--- config.mk ---
export PLATFORM = sky130hd
export DESIGN_NAME = nine_bit_tx
export DESIGN_NICKNAME = d
export VERILOG_FILES = /design/src/rtl/ntx_pkg.sv /design/src/rtl/ntx_rate.sv /design/src/rtl/ntx_bitclk.sv /design/src/rtl/ntx_shifter.sv /design/src/rtl/nine_bit_tx.sv
export SDC_FILE = /design/constraint.sdc
export NUM_CORES = 1
export LEC_CHECK = 0
export BUFFER_PORTS_ARGS = -buffer_cell sky130_fd_sc_hd__buf_2
export CAP_MARGIN = 20
export CORE_MARGIN = 2
export CORE_UTILIZATION = 55
export DETAILED_ROUTE_END_ITERATION = 12
export PLACE_DENSITY = 0.78
export SYNTH_ARGS = -nofsm -noshare
export SYNTH_HDL_FRONTEND = slang
export SYNTH_SLANG_ARGS = --single-unit
export TNS_END_PERCENT = 5
--- constraint.sdc ---
create_clock -name clk -period 2.24 [get_ports clk]
set_clock_uncertainty 0.2 [all_clocks]
set_input_delay 0.224 -clock clk [delete_from_list [all_inputs] [get_ports clk]]
set_output_delay 0.224 -clock clk [all_outputs]
set_load 0.005 [all_outputs]
--- src/rtl/ntx_pkg.sv ---
// Shared types for the nine-bit serial transmitter.
// Assumes: nothing beyond IEEE 1800-2017.
package ntx_pkg;
    typedef enum logic [1:0] {
        TX_IDLE  = 2'd0,   // line high, waiting for a buffer write
        TX_ARMED = 2'd1,   // write taken, waiting for the next rollover
        TX_LAG   = 2'd2,   // rollover seen, waiting out the fixed lag
        TX_SEND  = 2'd3    // shifting frame bits
    } tx_state_e;
endpackage

--- src/rtl/ntx_rate.sv ---
// Produces the advance enable for the divide-by-16 counter.
// Assumes: PS_FAST and PS_SLOW >= 2; ext_tick is a one-cycle pulse.
module ntx_rate #(
    parameter int PS_FAST = 2,
    parameter int PS_SLOW = 4
) (
    input  logic clk,
    input  logic rst_n,
    input  logic baud_sel,
    input  logic ext_mode,
    input  logic ext_tick,
    output logic adv_en
);
    localparam int CW = (PS_SLOW > 1) ? $clog2(PS_SLOW) : 1;
    localparam logic [CW-1:0] LIM_FAST = CW'(PS_FAST - 1);
    localparam logic [CW-1:0] LIM_SLOW = CW'(PS_SLOW - 1);

    logic [CW-1:0] pre_cnt;
    logic [CW-1:0] pre_lim;
    logic          pre_hit;

    assign pre_lim = baud_sel ? LIM_SLOW : LIM_FAST;
    assign pre_hit = (pre_cnt >= pre_lim);
    assign adv_en  = ext_mode ? ext_tick : pre_hit;

    // Free-running prescale counter, wraps at the selected limit.
    always_ff @(posedge clk) begin
        if (!rst_n)       pre_cnt <= '0;
        else if (pre_hit) pre_cnt <= '0;
        else              pre_cnt <= pre_cnt + 1'b1;
    end

    // A prescaled enable never repeats on back-to-back cycles.
    assert_prescale_gap_R5: assert property (@(posedge clk) disable iff (!rst_n)
        (!ext_mode && adv_en) |=> (ext_mode || !adv_en));
endmodule

--- src/rtl/ntx_bitclk.sv ---
// Divide-by-OVERSAMPLE counter giving a rollover pulse, plus a fixed
// START_LAG-clock delay line that turns each rollover into a shift strobe.
// Assumes: rollovers are spaced more than START_LAG clocks apart.
module ntx_bitclk #(
    parameter int OVERSAMPLE = 16,
    parameter int START_LAG  = 5
) (
    input  logic clk,
    input  logic rst_n,
    input  logic adv_en,
    output logic roll,
    output logic strobe
);
    localparam int DW = (OVERSAMPLE > 1) ? $clog2(OVERSAMPLE) : 1;
    localparam logic [DW-1:0] LAST = DW'(OVERSAMPLE - 1);

    logic [DW-1:0] div_cnt;

    assign roll = adv_en && (div_cnt == LAST);

    // Advance the divider on each enable and wrap after the last count.
    always_ff @(posedge clk) begin
        if (!rst_n)      div_cnt <= '0;
        else if (roll)   div_cnt <= '0;
        else if (adv_en) div_cnt <= div_cnt + 1'b1;
    end

    generate
        if (START_LAG <= 1) begin : g_lag1
            logic lag_q;
            // Single-stage delay of the rollover pulse.
            always_ff @(posedge clk) begin
                if (!rst_n) lag_q <= 1'b0;
                else        lag_q <= roll;
            end
            assign strobe = lag_q;
        end else begin : g_lagn
            logic [START_LAG-1:0] lag_q;
            // Multi-stage delay line of the rollover pulse.
            always_ff @(posedge clk) begin
                if (!rst_n) lag_q <= '0;
                else        lag_q <= {lag_q[START_LAG-2:0], roll};
            end
            assign strobe = lag_q[START_LAG-1];
        end
    endgenerate
endmodule

--- src/rtl/ntx_shifter.sv ---
// Frame sequencer: captures byte and ninth bit on a write, arms on the next
// rollover, starts on the delayed strobe and shifts one bit per strobe.
// Assumes: strobe is a one-cycle pulse that lags roll by a fixed delay.
module ntx_shifter
    import ntx_pkg::*;
#(
    parameter int DATA_W = 8
) (
    input  logic              clk,
    input  logic              rst_n,
    input  logic              wr_data,
    input  logic [DATA_W-1:0] wr_byte,
    input  logic              ninth_bit,
    input  logic              clr_done,
    input  logic              roll,
    input  logic              strobe,
    output logic              txd,
    output logic              done,
    output logic              busy
);
    localparam int FRAME_BITS = DATA_W + 3;
    localparam int IW = $clog2(FRAME_BITS);
    localparam logic [IW-1:0] STOP_IDX = IW'(FRAME_BITS - 1);

    tx_state_e             state_q;
    logic [FRAME_BITS-1:0] frame_q;
    logic [IW-1:0]         idx_q;
    logic [IW-1:0]         idx_nx;
    logic                  txd_q;
    logic                  done_q;
    logic                  set_done;

    assign idx_nx   = idx_q + 1'b1;
    assign set_done = (state_q == TX_SEND) && strobe && (idx_nx == STOP_IDX);
    assign txd  = txd_q;
    assign done = done_q;
    assign busy = (state_q != TX_IDLE);

    // Sequence the frame: capture, arm, lag, then shift bit by bit.
    always_ff @(posedge clk) begin
        if (!rst_n) begin
            state_q <= TX_IDLE;
            frame_q <= '1;
            idx_q   <= '0;
            txd_q   <= 1'b1;
        end else begin
            case (state_q)
                TX_IDLE: if (wr_data) begin
                    frame_q <= {1'b1, ninth_bit, wr_byte, 1'b0};
                    state_q <= TX_ARMED;
                end
                TX_ARMED: if (roll) state_q <= TX_LAG;
                TX_LAG: if (strobe) begin
                    state_q <= TX_SEND;
                    idx_q   <= '0;
                    txd_q   <= frame_q[0];
                end
                TX_SEND: if (strobe) begin
                    if (idx_q == STOP_IDX) begin
                        state_q <= TX_IDLE;
                        txd_q   <= 1'b1;
                    end else begin
                        idx_q <= idx_nx;
                        txd_q <= frame_q[idx_nx];
                    end
                end
                default: state_q <= TX_IDLE;
            endcase
        end
    end

    // Sticky completion flag: set as the stop bit goes out, cleared by software.
    always_ff @(posedge clk) begin
        if (!rst_n)        done_q <= 1'b0;
        else if (set_done) done_q <= 1'b1;
        else if (clr_done) done_q <= 1'b0;
    end

    assert_idle_high_R1: assert property (@(posedge clk) disable iff (!rst_n)
        (state_q == TX_IDLE) |-> txd_q);
    assert_start_on_strobe_R4: assert property (@(posedge clk) disable iff (!rst_n)
        $fell(txd_q) |-> $past(strobe));
    assert_done_at_stop_R6: assert property (@(posedge clk) disable iff (!rst_n)
        $rose(done_q) |-> (txd_q && idx_q == STOP_IDX));
    assert_done_sticky_R7: assert property (@(posedge clk) disable iff (!rst_n)
        (done_q && !clr_done) |=> done_q);
    assert_busy_write_ignored_R8: assert property (@(posedge clk) disable iff (!rst_n)
        (state_q != TX_IDLE && wr_data) |=> $stable(frame_q));
endmodule

--- src/rtl/nine_bit_tx.sv ---
// Top of the nine-bit asynchronous transmitter: rate select, bit clock and
// frame sequencer.
// Assumes: synchronous active-low reset; one write per frame.
module nine_bit_tx #(
    parameter int DATA_W     = 8,
    parameter int PS_FAST    = 2,
    parameter int PS_SLOW    = 4,
    parameter int OVERSAMPLE = 16,
    parameter int START_LAG  = 5
) (
    input  logic              clk,
    input  logic              rst_n,
    input  logic              baud_sel,
    input  logic              ext_mode,
    input  logic              ext_tick,
    input  logic              wr_data,
    input  logic [DATA_W-1:0] wr_byte,
    input  logic              ninth_bit,
    input  logic              clr_done,
    output logic              txd,
    output logic              done,
    output logic              busy
);
    logic adv_en;
    logic roll;
    logic strobe;

    ntx_rate #(.PS_FAST(PS_FAST), .PS_SLOW(PS_SLOW)) u_rate (
        .clk(clk), .rst_n(rst_n), .baud_sel(baud_sel), .ext_mode(ext_mode),
        .ext_tick(ext_tick), .adv_en(adv_en)
    );

    ntx_bitclk #(.OVERSAMPLE(OVERSAMPLE), .START_LAG(START_LAG)) u_bitclk (
        .clk(clk), .rst_n(rst_n), .adv_en(adv_en), .roll(roll), .strobe(strobe)
    );

    ntx_shifter #(.DATA_W(DATA_W)) u_shift (
        .clk(clk), .rst_n(rst_n), .wr_data(wr_data), .wr_byte(wr_byte),
        .ninth_bit(ninth_bit), .clr_done(clr_done), .roll(roll),
        .strobe(strobe), .txd(txd), .done(done), .busy(busy)
    );
endmodule

* Word level (Yosys, flattened, before mapping)
Cells that the tools add are included.
** Storage, ports and cells
- Word-level logic and storage cells :: 59
- Register bits after elaboration :: 29
- Output and inout port bits :: 3
** Operators by class
- Reductions and logical operators :: 13
- Bitwise operators :: 1
- Multiplexer cells :: 20
- Magnitude comparators :: 2
- Eq/ne operators :: 12
- Add/sub/neg operators :: 3
** Operator list (count)
- $eq A4 B4 Y1 const B :: 3
- $mux W2 :: 6
- $mux W4 :: 3
- $ne A2 B2 Y1 const B :: 6
- $add A4 B1 Y4 const B :: 2
- $pmux W2 S4 :: 1
- $pmux W4 S2 :: 1
- $mux W1 :: 7
- $reduce_bool A2 Y1 :: 3
- $lt A4 B5 Y1 const B :: 1
- $reduce_and A5 Y1 :: 1
- $bmux W1 S4 :: 1
- $eq A2 B2 Y1 const B :: 2
- $reduce_and A4 Y1 :: 1
- $reduce_or A2 Y1 :: 2
- $logic_and A1 B1 Y1 :: 3
- $reduce_and A3 Y1 :: 1
- $add A2 B1 Y2 const B :: 1
- $eq A2 B1 Y1 const B :: 1
- $ge A2 B2 Y1 :: 1
- $logic_not A2 Y1 :: 1
- $pmux W1 S2 :: 1
- $reduce_and A2 Y1 :: 1
- $not A1 Y1 :: 1

* Logic depth before layout (Yosys ltp)
Gate-level depths: netlist of run 1.
- Word-level depth :: 6
- Depth in mapped cells :: 7
- Gate-level depth less buffers :: 6

* Cells and area by module
From an unflattened synthesis of run 1, not the netlist that was laid out.
** Second synthesis, totals
- Cells, all modules :: 163
- Area, all modules :: 1440.1 um^2
** By module, submodules not included
- ntx_shifter :: instances 1, sequential area each 360.3 um^2, cells each 124, area an instance 1022.2 um^2
- ntx_bitclk :: instances 1, sequential area each 180.2 um^2, cells each 27, area an instance 314.1 um^2
- ntx_rate :: instances 1, sequential area each 40.0 um^2, cells each 12, area an instance 103.8 um^2

* Worst setup path after synthesis of run 1
No wires, ideal clock.
- Path kind :: register to register
- From :: register u_shift.state_q[0]
- To :: register u_shift.state_q[0]
- Setup slack :: 344 ps
- Data required time :: 1924 ps
- Cell stages (with the launch flop) :: 7
- Path buffers :: 0
- Data arrival time :: 1579 ps
- Cells stage by stage :: dfxtp_1 > inv_1 > ha_1 > o21ba_1 > a221o_1 > a2111o_1 > o211a_1
** Between the ends
- Longest elaborated chain between the ends :: 3
- Elaborated cells between the ends (all ways) :: 11
- Classes of those cells :: 8 x eq/ne; 1 x mux; 2 x reduce/logical
** RTL lines
- from (decl) :: RTL line ntx_shifter.sv:25 : tx_state_e state_q;
- from (signal assigned) :: RTL line ntx_shifter.sv:42 : state_q <= TX_IDLE;
- from (signal assigned) :: RTL line ntx_shifter.sv:50 : state_q <= TX_ARMED;
- from (signal assigned) :: RTL line ntx_shifter.sv:52 : TX_ARMED: if (roll) state_q <= TX_LAG;
- $eq A2 B2 Y1, or another cell as far along :: RTL line ntx_shifter.sv:47 : case (state_q)
- $ne A2 B2 Y1 (no source line)
- $reduce_and A5 Y1 (no source line)
Several ways; a longest one is shown, not always the timed one.
A chain may end at the register's enable or synchronous reset.

* Worst setup path after layout of run 1
Same ends and word-level chain as after synthesis.

==> run summary, run 1 <==
status: finished clean
die width: 55.3 um
final core area utilization: 69.7%
max-cap viol count: 0
vias in the first global route: 1188
Worst setup EP type: flip-flop
Post-Syn Area: 1450 um2
post-synth top area share: 40.1%
Avg Cell Area, Syn: 9.00 um2
Nets: 218
crit path from: u_shift.state_q[0]$_SDFFE_PN0P_
hold_sp: rst_n
Max Clk Rate: 485 MHz
CTS Buf Count: 5
io pins: 19
hold_buf cts: 10
CP startpoint kind: flip-flop
IO buf count: 18
Synth area leader: dfxtp_1
worst-margin pin slew: 579 ps
RSZ-0062 raised after global routing: false
Synth area leaders: dfxtp_1 40%, ha_1 8.6%, nand2_1 7.3%
largest net degree at the start of global routing: 29
GPL Wtd Cong: 0.774
first-pass GRT wire length: 5.04 mm
area delta synth->final: 19.2%
Netlist cell types: 39
Final HPWL DP: 1.98 mm
syn_nets: 187
ANT nets after route: 0
Tcrit/Tclk final: 92.1%
commonest non-fill, non-tap cells in the layout: 29 x dfxtp_1, 28 x nand2_1, 18 x buf_2
Synth Instances: 161
asr flop ratio synth: 0%
Avg WL per Cell: 13.0 um
worst vdd ir: 0.602 mV
Fin. Hold Viols: 0
reg2reg setup slack: 180 ps
Seq cells post-synth: 29
# Post-CTS Setup Buffers: 0
final non-filler cell area: 1730 um2
CTS tree: built
FF+latch area: 581 um2
clock latency on the worst-skew pair: 330 ps
number of synthesized flops with an enable pin: 0
DRT Pass-1 Iters: 4
core area: 2480 um2
H-tree Lvls: 2
Initial Utilization: 58.5%
die area: 3060 um2
Ant. Diodes: 0
setup TNS: 0 ps
gr usage total: 20.7%
commonest non-fill, non-tap cell in the layout: dfxtp_1
HP Class: input pin to flip-flop
clock slew at reported path FFs: 90 ps
WS Path Type: flip-flop to flip-flop
row count: 18
CTS-repair resized insts: 0
die height: 55.3 um
required time worst endpoint: 2270 ps
CP Max Fanout: 4
RR Startpoint: u_shift.state_q[0]$_SDFFE_PN0P_
Synth Warn #: 0
placed cell area: 1560 um2
P per Cell Area: 781 nW/um2
sequential area share after synthesis: 40.1%
Max Slew Vio Count: 0
Clock Tree Buf Depth: 2
Rel. slew slack: 61.2%
root buffer cell: clkbuf_4
via count: 1224
Sink Count: 29
layout cells sized above 1: 16.1%
routed vias/inst: 5.49
initial antenna violation count: 0
crit path DAT: 2090 ps
min Tclk post-route: 2060 ps
final WL: 2.91 mm
Final Setup Violations: 0
leakage power: 0.788 nW
DRC Markers: 0
footprint of the multi-input gates: 796 um2
fillcell total: 205
grt total ovfl: 0
Synth Flop Type: dfxtp_1
1st-iter DRT viols: 20
==> final cells by class <==
cell class / count / area share, %
sequential: 29 / 33.6
multi-input combinational: 115 / 46.1
clock inverter: 1 / 0.290
tap: 30 / 2.17
timing repair buffer: 29 / 11.4
clock buffer: 7 / 3.77
inverter: 12 / 2.61
==> Yosys cell counts, types with 2 or more instances <==
master,instances
dfxtp_1,29
nand2_1,28
nand3_1,13
inv_1,12
ha_1,10
and2_1,9
nor2_1,6
a21oi_1,5
a21boi_0,4
clkbuf_1,3
mux2i_1,3
nand2b_1,3
xnor2_1,3
mux4_1,2
nand3b_1,2
nor3_1,2
o211ai_1,2
o21ai_0,2
o22ai_1,2
or3_1,2
==> flip-flops by register name, indices dropped and copies added (netlist names) <==
register,count
u_bitclk.div_cnt,4
u_bitclk.g_lagn.lag_q,5
u_rate.pre_cnt,2
u_shift.done,1
u_shift.frame_q,10
u_shift.idx_q,4
u_shift.state_q,2
u_shift.txd,1
==> where the power goes <==
group | total, mW | internal [mW] | switching [mW]
sequential | 0.624 | 0.581 | 0.0432
clock | 0.365 | 0.182 | 0.184
combinational | 0.359 | 0.159 | 0.200
total | 1.35 | 0.922 | 0.427
==> final timing paths <==
| path | cells past startpoint | to |
|---|---|---|
| worst min-delay path | 2 | u_shift.frame_q[0]$_SDFFE_PN1P_ |
| worst max-delay path | 6 | u_shift.state_q[0]$_SDFFE_PN0P_ |
| worst min register to register | 1 | u_bitclk.g_lagn.lag_q[2]$_SDFF_PN0_ |
| worst max register to register | 6 | u_shift.state_q[0]$_SDFFE_PN0P_ |
==> worst max-delay path, cell delays in order, from the launching register on <==
cell and delay, ps:
dfxtp_1 400, inv_1 100, ha_1 250, o21ba_1 190, a221o_1 290, a2111o_1 400
o211a_1 140
==> metal layers <==
layer	up-vias	track usage (%)	part of all wire, %
met5	-	0	0
met4	0	6.27	1.8
met3	6	7.49	4.4
met2	30	33.7	48
met1	570	25.6	46
li1	618	-	-
==> metrics by stage <==
| step | total power, mW | hold slack (ps) | setup WS, ps | std cells |
|---|---|---|---|---|
| final | 1.35 | 70.6 | 177 | 223 |
| after floorplan | 0.875 | 148 | 344 | 161 |
| after CTS | 1.34 | 68.1 | 203 | 223 |
| after global routing | 1.44 | 110 | 136 | 223 |
| after global placement | 0.937 | 218 | 317 | 205 |
| after detailed placement | 0.964 | 228 | 227 | 205 |
==> cell families (layout without fill, tap and decap cells) <==
kind of cell | Yosys count | in the layout | synth area share, %
AO/OA/AOI/OAI | 26 | 26 | 13.4
XOR/XNOR | 4 | 4 | 2.42
adder cells (fa/ha/maj) | 10 | 10 | 8.64
buffers and inverters | 17 | 49 | 5.01
flip-flops | 29 | 29 | 40.1
multiplexers | 6 | 6 | 6.48
AND/OR/NAND/NOR | 69 | 69 | 24.0
No activity file was read; power rests on OpenSTA's default activity.
==> run 2, diff against run 1 <==
- CAP_MARGIN: 20 -> default
- RECOVER_POWER: default -> 25
==> run summary, run 2 (synthesis results as in run 1) <==
status: finished clean
hold depth: 2
CP Max Fanout: 4
commonest non-fill, non-tap cell in the layout: dfxtp_1
Max Clk Rate: 490 MHz
post-route setup slack: 198 ps
area delta synth->final: 19.1%
largest reg by FF count: u_shift.frame_q
max FFs per register: 10
Largest regs: u_shift.frame_q: 10 flops, u_bitclk.g_lagn.lag_q: 5 flops
leakage power: 0.785 nW
initial antenna violation count: 0
DRT Pass-1 Iters: 4
IO buf count: 18
root buffer cell: clkbuf_4
HP Class: input pin to flip-flop
hold_ws: 78.6 ps
max-cap viol count: 0
1st-iter DRT viols: 20
CTS-repair resized insts: 0
final cell count without fillers: 223
worst vdd ir: 0.599 mV
final core area utilization: 69.6%
Worst setup EP type: flip-flop
commonest non-fill, non-tap cells in the layout: 29 x dfxtp_1, 28 x nand2_1, 17 x buf_2
CP cell instances: inv_1 -> ha_1 -> o21ba_1 -> a221o_1 -> a2111o_1 -> o211a_1
Nets: 218
setup TNS: 0 ps
vias in the first global route: 1188
Clock Tree Buf Depth: 2
Sink Count: 29
grt total ovfl: 0
ANT nets after route: 0
layout cells sized above 1: 15.5%
die width: 55.3 um
Max Slew Vio Count: 0
Final HPWL DP: 1.98 mm
Rel. slew slack: 61.2%
final WL: 2.91 mm
fillcell total: 206
pre-CTS WS: 227 ps
DRC Markers: 0
clock slew at reported path FFs: 90 ps
slowest CP cell: dfxtp_1
routed vias/inst: 5.45
H-tree Lvls: 2
Tcrit/Tclk final: 91.2%
CTS Buf Count: 5
RSZ-0062 raised after global routing: false
GPL Wtd Cong: 0.774
Fin. Hold Viols: 0
Ant. Diodes: 0
die area: 3060 um2
placed cell count: 205
slowest stage delay, CP: 390 ps
P per Cell Area: 780 nW/um2
first-pass GRT wire length: 5.04 mm
# Post-CTS Setup Buffers: 0
via count: 1215
worst-margin pin slew: 579 ps
Avg WL per Cell: 13.0 um
io pins: 19
CTS tree: built
gr usage total: 20.7%
WS Path Type: flip-flop to flip-flop
RR Startpoint: u_shift.state_q[0]$_SDFFE_PN0P_
row count: 18
die height: 55.3 um
hold_sp: rst_n
clock latency on the worst-skew pair: 330 ps
core area: 2480 um2
largest net degree at the start of global routing: 29
R2R depth: 6
hold_buf cts: 10
Initial Utilization: 58.5%
required time worst endpoint: 2260 ps
crit path DAT: 2070 ps
crit path from: u_shift.state_q[0]$_SDFFE_PN0P_
Final Setup Violations: 0
CP startpoint kind: flip-flop
min Tclk post-route: 2040 ps
-- run 2: changes by cell type in the layout (fill, tap and decap cells not counted) --
cell	delta
buf_2	-1
and2_0	+2
clkbuf_1	+1
and2_1	-2
-- run 2: final timing paths --
| kind | endpoint | slack, ps |
|---|---|---|
| min | u_shift.frame_q[0]$_SDFFE_PN1P_ | 80 |
| min reg2reg | u_bitclk.g_lagn.lag_q[2]$_SDFF_PN0_ | 250 |
| max | u_shift.state_q[0]$_SDFFE_PN0P_ | 200 |
| max reg2reg | u_shift.state_q[0]$_SDFFE_PN0P_ | 200 |
-- run 2: area by class of cell --
type | count | area (um2) | area share (%)
Timing Repair Buffer | 29 | 196 | 11.4
Multi-Input combinational cell | 115 | 796 | 46.1
Tap cell | 30 | 37.5 | 2.18
Clock inverter | 1 | 5.00 | 0.290
Clock buffer | 7 | 65.1 | 3.77
Inverter | 12 | 45.0 | 2.61
Sequential cell | 29 | 581 | 33.6
-- run 2: worst max-delay path, delay by kind of cell (launching register included) --
kind | cells | cell delay (ps)
AOI/OAI and AO/OA | 4 | 1000
DFF | 1 | 390
adders and majority gates | 1 | 250
buffers and inverters | 1 | 100
-- run 2: per-stage QoR --
step           power [mW]  instance area [um2]
2_1_floorplan       0.875                 1450
3_3_place_gp        0.937                 1560
3_5_place_dp        0.964                 1560
4_1_cts              1.34                 1730
5_1_grt              1.44                 1730
6_report             1.35                 1730
-- run 2: power by group --
group	internal [mW]	switching, mW
clock network	0.182	0.184
logic	0.159	0.198
registers	0.581	0.0428
-- run 2: metal layers --
metal	share of wire, %	wire [um]	vias to the layer above	global-route usage (%)
li1	-	-	620	-
met5	0	0	-	0
met2	47	1380	25	33.7
met4	1.8	52	0	6.27
met1	46	1350	564	25.6
met3	4.4	127	6	7.49
